$ cat src/rtl/grp_hs_pkg.sv
package grp_hs_pkg;
  typedef enum logic [1:0] {
    PH_IDLE = 2'd0,
    PH_RUN  = 2'd1,
    PH_DONE = 2'd2
  } grp_phase_t;
endpackage

$ cat src/rtl/grp_phase_fsm.sv
module grp_phase_fsm
  import grp_hs_pkg::*;
(
  input  logic       clk,
  input  logic       rst,
  input  logic       p_valid,
  input  logic       run_done,
  output grp_phase_t phase_q,
  output grp_phase_t phase_d
);

  always_comb begin
    phase_d = phase_q;
    unique case (phase_q)
      PH_IDLE: if (p_valid)  phase_d = PH_RUN;
      PH_RUN:  if (run_done) phase_d = PH_DONE;
      PH_DONE: if (!p_valid) phase_d = PH_IDLE;
      default:               phase_d = PH_IDLE;
    endcase
  end

  always_ff @(posedge clk) begin
    if (rst) phase_q <= PH_IDLE;
    else     phase_q <= phase_d;
  end

  AST_IDLE_WAITS: assert property (@(posedge clk) disable iff (rst)
    (phase_q == PH_IDLE && !p_valid) |=> (phase_q == PH_IDLE));

  AST_DONE_WAITS: assert property (@(posedge clk) disable iff (rst)
    (phase_q == PH_DONE && p_valid) |=> (phase_q == PH_DONE));

  AST_DONE_EXIT: assert property (@(posedge clk) disable iff (rst)
    (phase_q == PH_DONE && !p_valid) |=> (phase_q == PH_IDLE));

endmodule

$ cat src/rtl/grp_par_tracker.sv
module grp_par_tracker #(
  parameter int NUM_CHILD = 4
) (
  input  logic                 clk,
  input  logic                 rst,
  input  logic                 active,
  input  logic [NUM_CHILD-1:0] c_ready,
  output logic                 all_done
);

  logic [NUM_CHILD-1:0] seen_q;

  always_ff @(posedge clk) begin
    if (rst || !active) seen_q <= '0;
    else                seen_q <= seen_q | c_ready;
  end

  assign all_done = &(seen_q | c_ready);

  AST_SEEN_CLEARED: assert property (@(posedge clk) disable iff (rst)
    !active |=> (seen_q == '0));

  AST_SEEN_STICKY: assert property (@(posedge clk) disable iff (rst)
    (active && !all_done) |=> ((seen_q & $past(seen_q)) == $past(seen_q)));

endmodule

$ cat src/rtl/grp_seq_stepper.sv
module grp_seq_stepper #(
  parameter int NUM_CHILD = 4,
  localparam int IDXW = (NUM_CHILD > 1) ? $clog2(NUM_CHILD) : 1
) (
  input  logic                 clk,
  input  logic                 rst,
  input  logic                 start,
  input  logic                 active,
  input  logic [NUM_CHILD-1:0] c_ready,
  output logic [IDXW-1:0]      idx_q,
  output logic [IDXW-1:0]      idx_d,
  output logic                 last_done
);

  localparam logic [IDXW-1:0] LAST = IDXW'(NUM_CHILD - 1);

  logic cur_ans;

  assign cur_ans   = active && c_ready[idx_q];
  assign last_done = cur_ans && (idx_q == LAST);

  always_comb begin
    idx_d = idx_q;
    if (start)                         idx_d = '0;
    else if (cur_ans && idx_q != LAST) idx_d = idx_q + 1'b1;
  end

  always_ff @(posedge clk) begin
    if (rst) idx_q <= '0;
    else     idx_q <= idx_d;
  end

  AST_STEP_HOLD: assert property (@(posedge clk) disable iff (rst)
    (active && !c_ready[idx_q]) |=> (idx_q == $past(idx_q)));

  AST_STEP_RANGE: assert property (@(posedge clk) disable iff (rst)
    idx_q <= LAST);

endmodule

$ cat src/rtl/group_hs_ctrl.sv
module group_hs_ctrl
  import grp_hs_pkg::*;
#(
  parameter int NUM_CHILD = 4,
  parameter bit SEQ_MODE  = 1'b0
) (
  input  logic                 clk,
  input  logic                 rst,
  input  logic                 p_valid,
  input  logic [NUM_CHILD-1:0] c_ready,
  output logic                 p_ready,
  output logic [NUM_CHILD-1:0] c_valid
);

  grp_phase_t           phase_q;
  grp_phase_t           phase_d;
  logic                 active;
  logic                 start;
  logic                 run_done;
  logic [NUM_CHILD-1:0] run_mask;

  assign active = (phase_q == PH_RUN);
  assign start  = (phase_q == PH_IDLE) && p_valid;

  grp_phase_fsm u_fsm (
    .clk      (clk),
    .rst      (rst),
    .p_valid  (p_valid),
    .run_done (run_done),
    .phase_q  (phase_q),
    .phase_d  (phase_d)
  );

  generate
    if (SEQ_MODE) begin : g_seq
      localparam int IDXW = (NUM_CHILD > 1) ? $clog2(NUM_CHILD) : 1;
      logic [IDXW-1:0] idx_q;
      logic [IDXW-1:0] idx_d;
      logic            last_done;

      grp_seq_stepper #(.NUM_CHILD(NUM_CHILD)) u_step (
        .clk       (clk),
        .rst       (rst),
        .start     (start),
        .active    (active),
        .c_ready   (c_ready),
        .idx_q     (idx_q),
        .idx_d     (idx_d),
        .last_done (last_done)
      );

      assign run_done = last_done;
      assign run_mask = NUM_CHILD'(1) << idx_d;

      AST_ONE_AT_A_TIME: assert property (@(posedge clk) disable iff (rst)
        $onehot0(c_valid));

      for (genvar gi = 0; gi < NUM_CHILD - 1; gi++) begin : g_order
        AST_NEXT_CHILD: assert property (@(posedge clk) disable iff (rst)
          (c_valid[gi] && c_ready[gi]) |=> c_valid[gi+1]);
      end

      AST_LAST_TO_DONE: assert property (@(posedge clk) disable iff (rst)
        (c_valid[NUM_CHILD-1] && c_ready[NUM_CHILD-1]) |=> p_ready);
    end else begin : g_par
      logic all_done;

      grp_par_tracker #(.NUM_CHILD(NUM_CHILD)) u_track (
        .clk      (clk),
        .rst      (rst),
        .active   (active),
        .c_ready  (c_ready),
        .all_done (all_done)
      );

      assign run_done = all_done;
      assign run_mask = '1;

      AST_ALL_OR_NONE: assert property (@(posedge clk) disable iff (rst)
        (c_valid == '0) || (&c_valid));

      AST_ALL_ANSWERED: assert property (@(posedge clk) disable iff (rst)
        ((&c_valid) && (&c_ready)) |=> (p_ready && c_valid == '0));
    end
  endgenerate

  always_ff @(posedge clk) begin
    if (rst) begin
      p_ready <= 1'b0;
      c_valid <= '0;
    end else begin
      p_ready <= 1'b0;
      c_valid <= '0;
      if (phase_d == PH_DONE) p_ready <= 1'b1;
      if (phase_d == PH_RUN)  c_valid <= run_mask;
    end
  end

  AST_NO_OVERLAP: assert property (@(posedge clk) disable iff (rst)
    !(p_ready && (c_valid != '0)));

  AST_START_RISE: assert property (@(posedge clk) disable iff (rst)
    (!p_ready && c_valid == '0 && p_valid) |=> (c_valid != '0));

  AST_DONE_STAYS: assert property (@(posedge clk) disable iff (rst)
    (p_ready && p_valid) |=> p_ready);

endmodule

$ cat config.mk
export PLATFORM = sky130hd
export DESIGN_NAME = group_hs_ctrl
export DESIGN_NICKNAME = d
export VERILOG_FILES = /design/src/rtl/grp_hs_pkg.sv /design/src/rtl/grp_phase_fsm.sv /design/src/rtl/grp_par_tracker.sv /design/src/rtl/grp_seq_stepper.sv /design/src/rtl/group_hs_ctrl.sv
export SDC_FILE = /design/constraint.sdc
export NUM_CORES = 1
export LEC_CHECK = 0
export ABC_AREA = 1
export BUFFER_PORTS_ARGS = -buffer_cell sky130_fd_sc_hd__buf_2
export CELL_PAD_IN_SITES_DETAIL_PLACEMENT = 1
export CELL_PAD_IN_SITES_GLOBAL_PLACEMENT = 1
export CORE_AREA = 4 4 41 43
export DETAILED_ROUTE_END_ITERATION = 8
export DIE_AREA = 0 0 45 47
export PLACE_DENSITY_LB_ADDON = 0.1
export SLEW_MARGIN = 10
export SYNTH_ARGS = -nofsm -noshare
export SYNTH_HDL_FRONTEND = slang
export SYNTH_SLANG_ARGS = --single-unit
$ cat constraint.sdc
create_clock -name clk -period 1.4 [get_ports clk]
set_clock_uncertainty 0.15 [all_clocks]
set_input_delay 0.07 -clock clk [delete_from_list [all_inputs] [get_ports clk]]
set_output_delay 0.07 -clock clk [all_outputs]
set_load 0.01 [all_outputs]
==> results.md <==
- Min-Delay Endpoint: g_par.u_track.seen_q[2]
- Comb pwr share: 13.7%
- Placed Instances: 57
- # fillers: ~180
- Tightest Pin Transition: about 0.16 ns
- Critical-path top delay cell: dlygate4sd3_1
- Full die area: 2120 sq um
- Dpl hpwl: 475 microns
- Setup violators final: 0
- Seq pwr share: about 50%
- CTS Buf Count: 3
- Via density per instance: 4.11
- Clock buffer depth: 2
- Sw frac: 23.8%
- Net Count, Synth: 41
- Core Area: 1300 sq um
- Setup Buffers After CTS: 0
- Pre-antenna DRT Iters: 2
- Worst path arrival time: 1.21 ns
- Hold path cells: 2
- Switching power: 0.115 mW
- DRC: 0
- Initial antenna violation count: 0
- Setup WS pre-CTS: around 0.42 ns
- Fin worst setup slack: roughly 0.22 ns
- Mapped cell area: ~280 sq um
- Metal3 WL: 58 microns
- R2R cell count: 5
- Critical-path cell list: dlygate4sd3_1 -> buf_2 -> nor2_1 -> nor2_1 -> nand2_1 -> nand2_1 -> a21oi_1
- Area leader, netlist: dfxtp_1
- Vias in the first global route: 247
- Layout net count: 60
- Antenna diodes: 0
- Die width: 45 microns
- Worst hold path class: flop to flop
- Gr ovfl total: 0
- Synth unique cells: 9
- Final core occ: 32.0%
- GR Util All Layers: 7.44%
- Largest net degree at the start of global routing: 6
- Final Slew Violations: 0
- Critical path's largest stage delay: roughly 0.54 ns
- Drt first-iter violations: 1
- Synthesis-to-finish area growth: 47.3%
- Fin. Hold Viols: 0
- Max IR drop VDD: 0.000415 V
- Total negative slack: 0 ns
- FF-to-FF End: c_valid[2]
- Height of the chip: about 47 microns
- I/O pin cnt: 12
- Clk_lat worst skew: approximately 0.25 ns
- Part of the power in the clock network: 36.3%
- Max-cap violations: 0
- Post-Syn Instances: 34
- Routed WL per cell: 9.74 microns
- Met1 wire length: 240 microns
- Reg2reg start: g_par.u_track.seen_q[1]
- Yosys reg bits: 8
- CTS clock-pin slew for the worst setup and hold paths: 0.05 ns
- Pwr dens: 1160 nW/um^2
- Share of the synthesized area in the top cell type: 56.6%
- P_int: 0.370 mW
- Met2 wire length: 312 microns
- # hold bufs at CTS: 6
- Leak Pwr: 0.197 nW
- WL final: roughly 640 microns
- Vias: roughly 270
- Crit path launch type: input pin
- Clock root buffer: clkbuf_4
- Share of cells above drive strength 1: 29.4%
- Outcome: completed
- RD Place Congestion: 0.600
- WP depth: 7
- CP top delay family: buffers and inverters
- Initial Util: 21.7%
- PortBufs: 11
- Relative slew slack: roughly 90%
- Top sig layer: met4
- TritonCTS clock tree: built
- Critical Path End Type: flop
- Fmax: approximately 850 MHz
- First-pass GRT wire length: a little over 1000 microns
- # rows: 13
- Crit path time final: roughly 1.2 ns
- Num Clock Sinks: 8
- Post-cts gate resize count: 0
- H-tree depth: 1
- Critical path fanouts, max: 2
- Unrepaired setup endpoints after global routing: no
- Final std cells w/o fill: 66
- Crit path kind: input pin to flop
- Avg Cell Area, Syn: 8.32 sq um
- Seq/Total Area, Yosys: 56.6%
- Ys Warns: 0
- Tcrit/Tclk final: 84.0%
- WP data required: 1.44 ns
- Synth area leaders: dfxtp_1 (57%), nor2_1 (13%), buf_4 (8.0%)
- ANT nets after route: 0
- Tot Pwr: a little under 0.5 mW
- Worst Path Buf+Inv: 2
- Hold Crit Start: g_par.u_track.seen_q[2]
- Worst reg2reg setup slack: roughly 0.42 ns
-- synth_stat cells --
library cell   n
a21oi_1        4
buf_4          3
dfxtp_1        8
inv_1          2
nand2_1        3
nand3_1        2
nand3b_1       1
nor2_1        10
nor2_2         1
-- metrics by stage --
step / hold slack (ns) / area (sq um)
floorplan: -0.0109 / 283
global placement: 0.147 / 334
detailed placement: 0.154 / 334
CTS: 0.323 / 417
global route: 0.339 / 417
finish: 0.317 / 417
-- worst register-to-register path: cells and delay by family (launching register included) --
family	cells	cell delay [ns]
simple gates	4	0.35
flops	1	0.30
compound gates	1	0.06
-- cell type report --
cell class,count,area [sq um],share of cell area [%]
clock buffers,3,22.5,5.41
repair buffers,17,115,27.6
well taps,15,18.8,4.50
inverters,2,7.51,1.80
flip-flops and latches,8,160,38.4
multi-input cells,21,92.6,22.2
-- layer usage --
metal / GRT usage (%) / up-vias
met1: 7.55 / 120
met4: 10.5 / 0
met2: 10.5 / 9
met3: 2.30 / 4
met5: 0 / -
li1: - / 138
-- cell families (layout without fill, tap and decap cells) --
group / after synthesis / in the layout / share of synthesized area (%)
simple gates: 17 / 17 / 25.7
compound gates: 4 / 4 / 7.08
flops: 8 / 8 / 56.6
buf+inv: 5 / 22 / 10.6
-- power by group through the flow --
| stage | combinational [mW] | clock, mW | sequential [mW] |
|---|---|---|---|
| final | 0.0663 | 0.176 | 0.243 |
| after global routing | 0.0751 | 0.191 | 0.243 |
| after CTS | 0.0678 | 0.189 | 0.242 |
| after detailed placement | 0.0548 | 0 | 0.247 |
| after global placement | 0.0537 | 0 | 0.247 |
| after floorplan | 0.0376 | 0 | 0.249 |
-- worst max path at each step --
stage / start / endpoint / slack, ns
finish: c_ready[2] / c_valid[2] / 0.22
global route: c_ready[1] / c_valid[2] / 0.11
CTS: c_ready[1] / c_valid[2] / 0.24
detailed placement: g_par.u_track.seen_q[1] / c_valid[2] / 0.42
global placement: g_par.u_track.seen_q[1] / c_valid[2] / 0.43
floorplan: g_par.u_track.seen_q[1] / c_valid[2] / 0.52
-- state kept, by name, indices dropped and copies added, names as in the netlist --
name and flops:
c_valid 1, g_par.u_track.seen_q 4, p_ready 1, u_fsm.phase_q 2
-- cell usage in the layout (no fill, tap or decap), drive strengths merged --
cell         count
buf             11
nor2            11
dfxtp            8
dlygate4sd3      6
a21oi            4
nand2            3
clkbuf           3
inv              2
nand3            2
nand3b           1
Note: power is estimated with default switching activity, not from simulation.
